**src/rtl/serport_pkg.sv**
```systemverilog
package serport_pkg;

  localparam int unsigned DATA_W = 8;
  localparam int unsigned ADDR_W = 6;

  // register offsets within the decoded window
  localparam logic [ADDR_W-1:0] OFS_MODE   = 6'h00;
  localparam logic [ADDR_W-1:0] OFS_CTRL   = 6'h08;
  localparam logic [ADDR_W-1:0] OFS_TXDATA = 6'h0C;
  localparam logic [ADDR_W-1:0] OFS_STATUS = 6'h10;
  localparam logic [ADDR_W-1:0] OFS_RXDATA = 6'h14;
  localparam logic [ADDR_W-1:0] OFS_PINS   = 6'h20;

  // write masks for the mode and control registers
  localparam logic [DATA_W-1:0] MODE_KEEP = 8'h7B;
  localparam logic [DATA_W-1:0] CTRL_KEEP = 8'hFB;
  localparam int unsigned       CTRL_TXEN = 5;

  // status flag bit positions
  localparam int unsigned FL_DRDY  = 0;
  localparam int unsigned FL_RFULL = 1;
  localparam int unsigned FL_BRK   = 4;
  localparam int unsigned FL_TEMPT = 5;
  localparam int unsigned FL_TEND  = 6;

  localparam logic [DATA_W-1:0] FLAG_USED  = 8'h73;
  localparam logic [DATA_W-1:0] FLAG_RESET = 8'h60;

  typedef enum logic [2:0] {
    SEL_NONE,
    SEL_MODE,
    SEL_CTRL,
    SEL_TXDATA,
    SEL_STATUS,
    SEL_RXDATA,
    SEL_PINS
  } reg_sel_e;

endpackage

```
**src/rtl/serport_rx_fifo.sv**
```systemverilog
module serport_rx_fifo #(
  parameter int unsigned DEPTH = 16,
  parameter int unsigned WIDTH = 8,
  localparam int unsigned PW = (DEPTH > 1) ? $clog2(DEPTH) : 1,
  localparam int unsigned CW = $clog2(DEPTH + 1)
) (
  input  logic             clk,
  input  logic             rst_n,
  input  logic             push_i,
  input  logic [WIDTH-1:0] data_i,
  input  logic             pop_i,
  output logic [WIDTH-1:0] head_o,
  output logic [CW-1:0]    count_o,
  output logic             full_o,
  output logic             empty_o
);

  localparam logic [PW-1:0] LAST = PW'(DEPTH - 1);

  logic [WIDTH-1:0] mem_q [DEPTH];
  logic [PW-1:0]    wr_ptr_q, wr_ptr_d;
  logic [PW-1:0]    rd_ptr_q, rd_ptr_d;
  logic [CW-1:0]    count_q, count_d;
  logic             wr_en, rd_en;

  assign full_o  = (count_q == CW'(DEPTH));
  assign empty_o = (count_q == '0);
  assign wr_en   = push_i && !full_o;
  assign rd_en   = pop_i && !empty_o;
  assign head_o  = mem_q[rd_ptr_q];
  assign count_o = count_q;

  always_comb begin
    wr_ptr_d = wr_ptr_q;
    rd_ptr_d = rd_ptr_q;
    count_d  = count_q;
    if (wr_en) wr_ptr_d = (wr_ptr_q == LAST) ? '0 : wr_ptr_q + 1'b1;
    if (rd_en) rd_ptr_d = (rd_ptr_q == LAST) ? '0 : rd_ptr_q + 1'b1;
    case ({wr_en, rd_en})
      2'b10:   count_d = count_q + 1'b1;
      2'b01:   count_d = count_q - 1'b1;
      default: count_d = count_q;
    endcase
  end

  always_ff @(posedge clk or negedge rst_n) begin
    if (!rst_n) begin
      wr_ptr_q <= '0;
      rd_ptr_q <= '0;
      count_q  <= '0;
    end else begin
      wr_ptr_q <= wr_ptr_d;
      rd_ptr_q <= rd_ptr_d;
      count_q  <= count_d;
    end
  end

  // storage carries no reset; only written entries are ever read
  for (genvar i = 0; i < DEPTH; i++) begin : g_slot
    always_ff @(posedge clk) begin
      if (wr_en && (wr_ptr_q == PW'(i))) mem_q[i] <= data_i;
    end
  end

  a_r9_no_overflow: assert property (@(posedge clk) disable iff (!rst_n)
    count_q <= CW'(DEPTH));

  a_r9_full_drop: assert property (@(posedge clk) disable iff (!rst_n)
    (full_o && push_i && !pop_i) |=> $stable(count_q));

  a_r10_last_pop_empties: assert property (@(posedge clk) disable iff (!rst_n)
    (pop_i && (count_q == CW'(1)) && !push_i) |=> empty_o);

endmodule

```
**src/rtl/serport_tx_stage.sv**
```systemverilog
module serport_tx_stage #(
  parameter int unsigned WIDTH = 8
) (
  input  logic             clk,
  input  logic             rst_n,
  input  logic             load_i,
  input  logic [WIDTH-1:0] data_i,
  input  logic             ready_i,
  output logic             valid_o,
  output logic [WIDTH-1:0] data_o,
  output logic             accept_o,
  output logic             free_o
);

  logic             valid_q, valid_d;
  logic [WIDTH-1:0] data_q;
  logic             take;

  assign accept_o = valid_q && ready_i;
  assign free_o   = !valid_q || ready_i;
  assign take     = load_i && free_o;

  always_comb begin
    valid_d = valid_q;
    if (accept_o) valid_d = 1'b0;
    if (take)     valid_d = 1'b1;
  end

  always_ff @(posedge clk or negedge rst_n) begin
    if (!rst_n) valid_q <= 1'b0;
    else        valid_q <= valid_d;
  end

  always_ff @(posedge clk or negedge rst_n) begin
    if (!rst_n)    data_q <= '0;
    else if (take) data_q <= data_i;
  end

  assign valid_o = valid_q;
  assign data_o  = data_q;

  a_r4_hold_until_ready: assert property (@(posedge clk) disable iff (!rst_n)
    (valid_q && !ready_i) |=> (valid_q && $stable(data_q)));

endmodule

```
**src/rtl/serport_flags.sv**
```systemverilog
module serport_flags #(
  parameter int unsigned      WIDTH    = 8,
  parameter logic [WIDTH-1:0] USED     = 8'h73,
  parameter logic [WIDTH-1:0] RESET_AS = 8'h60
) (
  input  logic             clk,
  input  logic             rst_n,
  input  logic [WIDTH-1:0] set_i,
  input  logic [WIDTH-1:0] clr_i,
  output logic [WIDTH-1:0] flags_o
);

  logic [WIDTH-1:0] flags_q, flags_d;

  // a hardware set outranks a clear in the same cycle
  always_comb flags_d = ((flags_q & ~clr_i) | set_i) & USED;

  always_ff @(posedge clk or negedge rst_n) begin
    if (!rst_n) flags_q <= RESET_AS;
    else        flags_q <= flags_d;
  end

  assign flags_o = flags_q;

  a_r6_set_wins: assert property (@(posedge clk) disable iff (!rst_n)
    ((set_i & USED) != '0) |=> ((flags_q & $past(set_i & USED)) == $past(set_i & USED)));

  a_r6_quiet_holds: assert property (@(posedge clk) disable iff (!rst_n)
    ((set_i == '0) && (clr_i == '0)) |=> $stable(flags_q));

endmodule

```
**src/rtl/serport_regs.sv**
```systemverilog
module serport_regs
  import serport_pkg::*;
#(
  parameter int unsigned RX_DEPTH  = 16,
  parameter int unsigned RFULL_LVL = 1,
  localparam int unsigned CW = $clog2(RX_DEPTH + 1)
) (
  input  logic              clk,
  input  logic              rst_n,
  input  logic              bus_sel,
  input  logic              bus_we,
  input  logic [ADDR_W-1:0] bus_addr,
  input  logic [DATA_W-1:0] bus_wdata,
  output logic [DATA_W-1:0] bus_rdata,
  output logic              tx_valid,
  input  logic              tx_ready,
  output logic [DATA_W-1:0] tx_data,
  input  logic              rx_valid,
  input  logic [DATA_W-1:0] rx_data,
  input  logic              rx_break
);

  reg_sel_e          sel;
  logic              wr, rd;
  logic [DATA_W-1:0] mode_q, ctrl_q, pins_q;
  logic [DATA_W-1:0] rdata_q, rdata_d;
  logic [DATA_W-1:0] flags, fl_set, fl_clr;
  logic [DATA_W-1:0] rx_head;
  logic [CW-1:0]     rx_count, rx_after;
  logic              rx_full, rx_empty, push_ok, pop_ok;
  logic              tx_load, tx_accept, tx_free;

  assign wr = bus_sel && bus_we;
  assign rd = bus_sel && !bus_we;

  always_comb begin
    case (bus_addr)
      OFS_MODE:   sel = SEL_MODE;
      OFS_CTRL:   sel = SEL_CTRL;
      OFS_TXDATA: sel = SEL_TXDATA;
      OFS_STATUS: sel = SEL_STATUS;
      OFS_RXDATA: sel = SEL_RXDATA;
      OFS_PINS:   sel = SEL_PINS;
      default:    sel = SEL_NONE;
    endcase
  end

  // configuration registers with written-out enables
  always_ff @(posedge clk or negedge rst_n) begin
    if (!rst_n)                     mode_q <= '0;
    else if (wr && sel == SEL_MODE) mode_q <= bus_wdata & MODE_KEEP;
  end

  always_ff @(posedge clk or negedge rst_n) begin
    if (!rst_n)                     ctrl_q <= '0;
    else if (wr && sel == SEL_CTRL) ctrl_q <= bus_wdata & CTRL_KEEP;
  end

  always_ff @(posedge clk or negedge rst_n) begin
    if (!rst_n)                     pins_q <= '0;
    else if (wr && sel == SEL_PINS) pins_q <= bus_wdata;
  end

  // receive path
  assign push_ok = rx_valid && !rx_full;
  assign pop_ok  = rd && (sel == SEL_RXDATA) && !rx_empty;

  always_comb begin
    rx_after = rx_count;
    if (push_ok) rx_after = rx_after + 1'b1;
    if (pop_ok)  rx_after = rx_after - 1'b1;
  end

  serport_rx_fifo #(
    .DEPTH (RX_DEPTH),
    .WIDTH (DATA_W)
  ) rx_fifo_i (
    .clk     (clk),
    .rst_n   (rst_n),
    .push_i  (rx_valid),
    .data_i  (rx_data),
    .pop_i   (pop_ok),
    .head_o  (rx_head),
    .count_o (rx_count),
    .full_o  (rx_full),
    .empty_o (rx_empty)
  );

  // transmit path
  assign tx_load = wr && (sel == SEL_TXDATA);

  serport_tx_stage #(
    .WIDTH (DATA_W)
  ) tx_stage_i (
    .clk      (clk),
    .rst_n    (rst_n),
    .load_i   (tx_load),
    .data_i   (bus_wdata),
    .ready_i  (tx_ready),
    .valid_o  (tx_valid),
    .data_o   (tx_data),
    .accept_o (tx_accept),
    .free_o   (tx_free)
  );

  // flag events
  always_comb begin
    fl_set = '0;
    fl_clr = '0;
    if (push_ok) begin
      fl_set[FL_DRDY] = 1'b1;
      if (rx_after >= CW'(RFULL_LVL)) fl_set[FL_RFULL] = 1'b1;
    end
    if (pop_ok && (rx_after == '0)) fl_clr[FL_DRDY] = 1'b1;
    if (rx_break)  fl_set[FL_BRK]   = 1'b1;
    if (tx_accept) fl_clr[FL_TEMPT] = 1'b1;
    if (wr && sel == SEL_CTRL && !bus_wdata[CTRL_TXEN]) fl_set[FL_TEND] = 1'b1;
    if (rd && sel == SEL_STATUS && ctrl_q[CTRL_TXEN]) begin
      fl_set[FL_TEND]  = 1'b1;
      fl_set[FL_TEMPT] = 1'b1;
    end
    if (wr && sel == SEL_STATUS) fl_clr = fl_clr | (~bus_wdata & FLAG_USED);
  end

  serport_flags #(
    .WIDTH    (DATA_W),
    .USED     (FLAG_USED),
    .RESET_AS (FLAG_RESET)
  ) flags_i (
    .clk     (clk),
    .rst_n   (rst_n),
    .set_i   (fl_set),
    .clr_i   (fl_clr),
    .flags_o (flags)
  );

  // read path, registered
  always_comb begin
    rdata_d = '0;
    if (rd) begin
      case (sel)
        SEL_MODE:   rdata_d = mode_q;
        SEL_CTRL:   rdata_d = ctrl_q;
        SEL_STATUS: rdata_d = flags;
        SEL_RXDATA: rdata_d = rx_empty ? '0 : rx_head;
        SEL_PINS:   rdata_d = pins_q;
        default:    rdata_d = '0;
      endcase
    end
  end

  always_ff @(posedge clk or negedge rst_n) begin
    if (!rst_n) rdata_q <= '0;
    else        rdata_q <= rdata_d;
  end

  assign bus_rdata = rdata_q;

  a_r5_tempty_on_accept: assert property (@(posedge clk) disable iff (!rst_n)
    (tx_valid && tx_ready && !(rd && sel == SEL_STATUS && ctrl_q[CTRL_TXEN]))
      |=> !flags[FL_TEMPT]);

  a_r3_txen_low_sets_tend: assert property (@(posedge clk) disable iff (!rst_n)
    (wr && sel == SEL_CTRL && !bus_wdata[CTRL_TXEN]) |=> flags[FL_TEND]);

  a_r13_idle_reads_zero: assert property (@(posedge clk) disable iff (!rst_n)
    !rd |=> (bus_rdata == '0));

  a_r11_break_sets: assert property (@(posedge clk) disable iff (!rst_n)
    rx_break |=> flags[FL_BRK]);

endmodule

```
**config.mk**
```make
export PLATFORM = sky130hd
export DESIGN_NAME = serport_regs
export DESIGN_NICKNAME = d
export VERILOG_FILES = /design/src/rtl/serport_pkg.sv /design/src/rtl/serport_rx_fifo.sv /design/src/rtl/serport_tx_stage.sv /design/src/rtl/serport_flags.sv /design/src/rtl/serport_regs.sv
export SDC_FILE = /design/constraint.sdc
export NUM_CORES = 1
export LEC_CHECK = 0
export CORE_MARGIN = 1.5
export CORE_UTILIZATION = 62
export CTS_CLUSTER_SIZE = 10
export DETAILED_ROUTE_END_ITERATION = 10
export PLACE_DENSITY_LB_ADDON = 0.2
export SLEW_MARGIN = 20
export SYNTH_ARGS = -nofsm -noshare
export SYNTH_HDL_FRONTEND = slang
export SYNTH_SLANG_ARGS = --single-unit
```
**constraint.sdc**
```tcl
create_clock -name clk -period 5.1 [get_ports clk]
set_clock_uncertainty 0.1 [all_clocks]
set_input_delay 1.53 -clock clk [delete_from_list [all_inputs] [get_ports clk]]
set_output_delay 1.53 -clock clk [all_outputs]
set_load 0.01 [all_outputs]
```
---- Word-level counts from Yosys, hierarchy flattened ----
Memories as Yosys holds them, arrays and structs flattened.
Cells that the tools add are included.
word-level totals
  output and inout port bits .............. 17
  memories ................................ 1
  word-level logic and storage cells ...... 208
  bits in writable memories ............... 128
  register bits after elaboration ......... 56
operators by class
  reduce and logical (&&, ||, !) cells .... 60
  equal/unequal tests ..................... 30
  order comparisons ....................... 1
  add/sub/neg operators ................... 5
  muxes and demuxes ....................... 96
  bitwise gates (word level) .............. 5
memories
  name             depth  bits a word  rd ports  clocked after memory_dff  write ports  RTL line               RTL
  rx_fifo_i.mem_q  16     8            1         0                         1            serport_rx_fifo.sv:20  logic [WIDTH-1:0] mem_q [DEPTH];
operators with widths
  kind                                                                   count
  8-bit 2-to-1 mux                                                       17
  8-bit OR reduction                                                     15
  4-bit 2-to-1 mux                                                       17
  1-bit 2-to-1 mux                                                       54
  8-bit one-hot mux with 5 select lines                                  1
  4-bit equality test, second input constant                             9
  1-bit logical AND                                                      33
  3-bit one-hot mux with 6 select lines                                  1
  4-bit by 3-bit equality test with 1-bit output, second input constant  4
  7-bit NOT                                                              2
  6-bit by 4-bit equality test with 1-bit output, second input constant  2
  6-bit by 5-bit equality test with 1-bit output, second input constant  2
  5-bit zero test                                                        2
  5-bit 2-to-1 mux                                                       2
  5-bit one-hot mux with 2 select lines                                  1
  5-bit by 1-bit subtractor with 5-bit output, second input constant     2
  3-bit equality test, second input constant                             3
  4-bit by 1-bit adder with 4-bit output, second input constant          2
  4-bit by 2-bit equality test with 1-bit output, second input constant  2
  7-bit bitwise AND                                                      1
  7-bit 2-to-1 mux                                                       1
  6-bit by 7-bit bitwise OR with 7-bit output                            1
  7-bit bitwise OR                                                       1
  3-bit by 2-bit equality test with 1-bit output, second input constant  2
  14 further kinds                                                       20

---- Logic depth before layout (Yosys ltp) ----
  depth after elaboration ................. 22
  depth in mapped cells ................... 13
  mapped depth without buffers ............ 11

---- Cells and area by module ----
Synthesis repeated with hierarchy kept, for this count alone.
unflattened totals
  cells, all modules ...................... 520
  area, all modules ....................... 8160.3 um2
modules (own cells, without submodules)
  module            cells an instance  area each (um2)  times used  seq. area each (um2)
  serport_rx_fifo   311                5760.5           1           4169.0
  serport_regs      169                1795.5           1           725.7
  serport_tx_stage  21                 394.1            1           225.2
  serport_flags     19                 210.2            1           127.6

---- Least setup slack after synthesis ----
OpenSTA, ideal clock, no wires.
  path kind ............................... input to register
  from .................................... in bus_addr[5]
  to ...................................... reg rx_fifo_i.count_q[3] (netlist: rx_fifo_i.count_o[3])
  path slack .............................. 1.748 ns
  path buffers ............................ 2
  arrival ................................. 3.173 ns
  setup time .............................. 0.079 ns
  stages .................................. 11
  data required time ...................... 4.921 ns
  path through ............................ buf_2 > nor2b_1 > and4_4 > buf_6 > nand2_4 > inv_1 > ha_1 > nor4b_1 > a31oi_1 > nor2_1 > xor2_1
on the way
  longest elaborated chain between the ends .. 8
RTL lines
  element                                                                                RTL line               RTL
  start, declared                                                                        serport_regs.sv:12     input logic [ADDR_W-1:0] bus_addr,
  6-bit equality test (tied with other cells)                                            serport_regs.sv:37     case (bus_addr)
  3-bit one-hot mux with 6 select lines *                                                serport_regs.sv:37
  3-bit equality test *                                                                  serport_regs.sv:66     assign pop_ok = rd && (sel == SEL_RXDATA) && !rx_empty;
  1-bit logical AND * (2 in series)                                                      serport_regs.sv:66
  1-bit logical AND *                                                                    serport_rx_fifo.sv:29  assign rd_en = pop_i && !empty_o;
  net rx_fifo_i.rd_en                                                                    serport_rx_fifo.sv:24  logic wr_en, rd_en;
  2-bit by 1-bit equality test with 1-bit output or 2-bit equality test (tied branches)  serport_rx_fifo.sv:39  case ({wr_en, rd_en})
  5-bit one-hot mux with 2 select lines or 2-bit nonzero test (tied branches)            n/a
  end signal, assigned                                                                   serport_rx_fifo.sv:54  count_q <= count_d;
  end, declared                                                                          serport_rx_fifo.sv:23  logic [CW-1:0] count_q, count_d;
The timed path passes the listed nets; every way through them passes the cells marked *.
A chain may end at the register's enable or synchronous reset.

---- Worst setup path after layout ----
  from .................................... in bus_addr[4]
  to ...................................... reg rx_fifo_i.count_q[3] (netlist: rx_fifo_i.count_o[3])
Same word-level chain as after synthesis.

==> out/results.tsv <==
stage	metric	value	unit
cts	CTS max path bufs	2	
hold_path	Hold Path Class	flop to flop	
yosys	Gate Count Post-Synth	522	
route	WL per Instance	21.7	µm
timing	max-slew violation count	0	
grt	largest net degree at the start of global routing	57	
die	Die Ht	115	µm
die	IO Count	46	
worst_setup_path	crit-path cells	clkdlybuf4s50_1, nor2b_1, and4_4, nand2_4, inv_1, ha_1, nor4b_1, a31oi_1, nor2_1, xor2_1	
cts	Clk Latency, worst-skew pair	0.43	ns
route	# DRC	0	
worst_setup_path	worst r2r src	rx_fifo_i.count_o[0]	
route	Via Count	4673	
grt	gr ovfl total	0	
worst_setup_path	Crit. End Element	flop	
route	DRT iter0 DRCs	431	
placement	Inst Count DP	718	
worst_setup_path	reg2reg path depth	11	
placement	DP Area	8430	µm²
die	Core Footprint	12200	µm²
worst_setup_path	Req. time, crit path	5.36	ns
final_layout	design area	9010	µm²
timing	hold_ws	0.404	ns
pwr	peak supply drop	0.282	mV
hold_path	hold path depth	1	
grt	first-pass GRT wire length	24.9	mm
timing	Final Cycle Share	74.2	%
yosys	Post-synth top cells	edfxtp_1 (128), dfrtp_1 (54), mux2_2 (39)	
route	Via density	6.24	
placement	GP Congestion	0.826	
worst_setup_path	flop2flop setup slack	2.29	ns
cts	root buffer cell	clkbuf_16	
pwr	Pleak	3.22	nW
hold_path	Hold Path Sink	tx_stage_i.data_o[7]	
die	Initial Utilization	64.5	%
timing	fmax	0.264	GHz
worst_setup_path	slowest cell on the critical path	clkdlybuf4s50_1	
placement	PortBufs	45	
final_layout	Fillers	764	
yosys	Syn Nets	561	
hold_path	HP Start	tx_stage_i.data_o[7]	
yosys	post-synth top area share	49.0	%
final_layout	share of cells above drive strength 1	17.6	%
final_layout	nets@finish	608	
placement	Final HPWL DP	11.0	mm
timing	Worst Tran Pin Value	1.04	ns
die	die area	13300	µm²
timing	Tmin final	3.78	ns
final_layout	antenna cells	0	
worst_setup_path	Crit Path Class	primary input to flop	
route	DRT Wirelength	16.2	mm
pwr	overall power	3.70	mW
die	# rows	40	
yosys	Cell Area, Synth	7850	µm²
timing	final hold violation count	0	
yosys	top-count cell post-synth	edfxtp_1	
worst_setup_path	CP arrival	4.04	ns
cts	Clk pin slew, worst setup/hold paths	0.07	ns
cts	CTS sink count	184	
yosys	Post-synth EDFFs	128	
worst_setup_path	crit-path max FO	11	
worst_setup_path	startpoint types	primary input	
yosys	post-synthesis sequential area ratio	66.9	%
run_status	status	finished, final reports clean	
final_layout	Final Non-Filler Cells	749	
cts	number of setup buffers added after CTS	0	
flow_run	Max-Cap Viols	0	
grt	initial antenna violation count	0	
cts	TritonCTS clock tree	done	
cts	# resized after CTS	0	
timing	relative max-transition margin	30.3	%
yosys	Synth cell types	57	
yosys	Async SR Flop Fraction	30.4	%
worst_setup_path	crit path buf inv count	2	
cts	H-tree depth	4	
grt	Tot GR Track Use	26.0	%
timing	RSZ-0062 raised after global routing	no	
cts	Hold Buf Count CTS	0	
route	ANT nets after route	0	
worst_setup_path	max incr delay on CP	0.77	ns
yosys	top_reg_cell synth	edfxtp_1	
yosys	Synth area leaders	edfxtp_1 (49%), dfrtp_1 (17%), mux2_2 (5.6%)	
grt	vias in the first global route	4622	
timing	Setup Total Neg Slack	0	ns
pwr	Power Dens Cells	411	nW/µm²
yosys	largest area contributor in the netlist	edfxtp_1	
yosys	yosys warns	0	
route	DR pass1 iterations	7	
yosys	Avg Inst Size Synth	15.0	µm²
timing	final setup fails	0	
yosys	Yosys reg bits	184	
worst_setup_path	worst reg2reg endpoint	flags_i.flags_o[0]	
die	Die X-Extent	115	µm
final_layout	Area growth, synth to finish	14.8	%
cts	number of buffers created by CTS	17	
worst_setup_path	Crit path max-delay family	simple AND/OR/NAND/NOR gates	
power breakdown:
group,internal (mW),total [mW],switching (mW)
logic,0.233,0.546,0.312
registers,1.75,1.87,0.121
clock network,0.724,1.28,0.556
how the worst max path moves through the flow:
| stage | slack, ns | from | end | depth (start not counted) |
|---|---|---|---|---|
| finish | 1.32 | bus_addr[4] | rx_fifo_i.count_o[3] | 10 |
| floorplan | 1.75 | bus_addr[5] | rx_fifo_i.count_o[3] | 11 |
| CTS | 1.33 | bus_addr[4] | rx_fifo_i.count_o[3] | 10 |
| global placement | 0.96 | bus_addr[4] | rx_fifo_i.count_o[3] | 10 |
| detailed placement | 0.89 | bus_addr[4] | rx_fifo_i.count_o[3] | 10 |
| global route | 1.06 | bus_addr[4] | rx_fifo_i.count_o[3] | 10 |
sequential cells by signal, indices dropped and copies added, names as in the netlist:
signal / flops
flags_i.flags_o: 5
pins_q: 8
bus_rdata: 8
rx_fifo_i.rd_ptr_q: 4
tx_stage_i.valid_o: 1
rx_fifo_i.wr_ptr_q: 4
rx_fifo_i.mem_q: 128
mode_q: 6
tx_stage_i.data_o: 8
ctrl_q: 7
rx_fifo_i.count_o: 5
metrics by stage:
step,worst slack [ns],util (%)
final,1.32,74.1
after global routing,1.06,74.1
after CTS,1.33,74.1
after detailed placement,0.890,69.3
after global placement,0.957,69.3
after floorplan,1.75,-
cell families after synthesis:
family,Yosys count,synth area share [%]
compound gates,78,6.75
xor+xnor,10,1.12
fa+ha+maj,10,1.59
buf+inv,34,2.14
flops,184,66.9
mux,87,13.8
simple gates,119,7.73
layer usage:
layer,vias to the layer above,GRT usage [%],part of all wire [%]
li1,2102,-,-
met5,-,0,0
met1,2353,35.3,42
met2,193,41.2,49
met4,0,11.4,1.8
met3,25,5.75,7.1
placed cells by master, fill, tap and decap left out, types with 3 or more instances in the layout:
cell type	instances
a21o_1	6
a21oi_1	8
a222oi_1	6
a22o_1	4
a31oi_1	12
buf_4	9
clkbuf_16	17
clkdlybuf4s50_1	44
clkinv_1	3
clkinvlp_4	3
dfrtp_1	53
edfxtp_1	128
ha_1	10
inv_1	7
inv_6	3
mux2_2	39
mux2i_1	35
mux4_2	13
nand2_1	35
nand2b_1	6
nand3_1	17
nand3b_1	3
nor2_1	26
nor2b_1	7
nor3_1	7
o21ai_0	17
o22ai_1	9
xnor2_1	7
xor2_1	3
cell type report:
type | instances | area (µm²) | share of cell area, %
inverters | 8 | 30.0 | 0.333
well taps | 168 | 210 | 2.33
clock inverters | 13 | 145 | 1.61
flip-flops and latches | 184 | 5250 | 58.3
clock buffers | 18 | 429 | 4.76
multi-input cells | 304 | 2430 | 27.0
repair buffers | 54 | 513 | 5.70
Power figures use the tool's default switching activity.
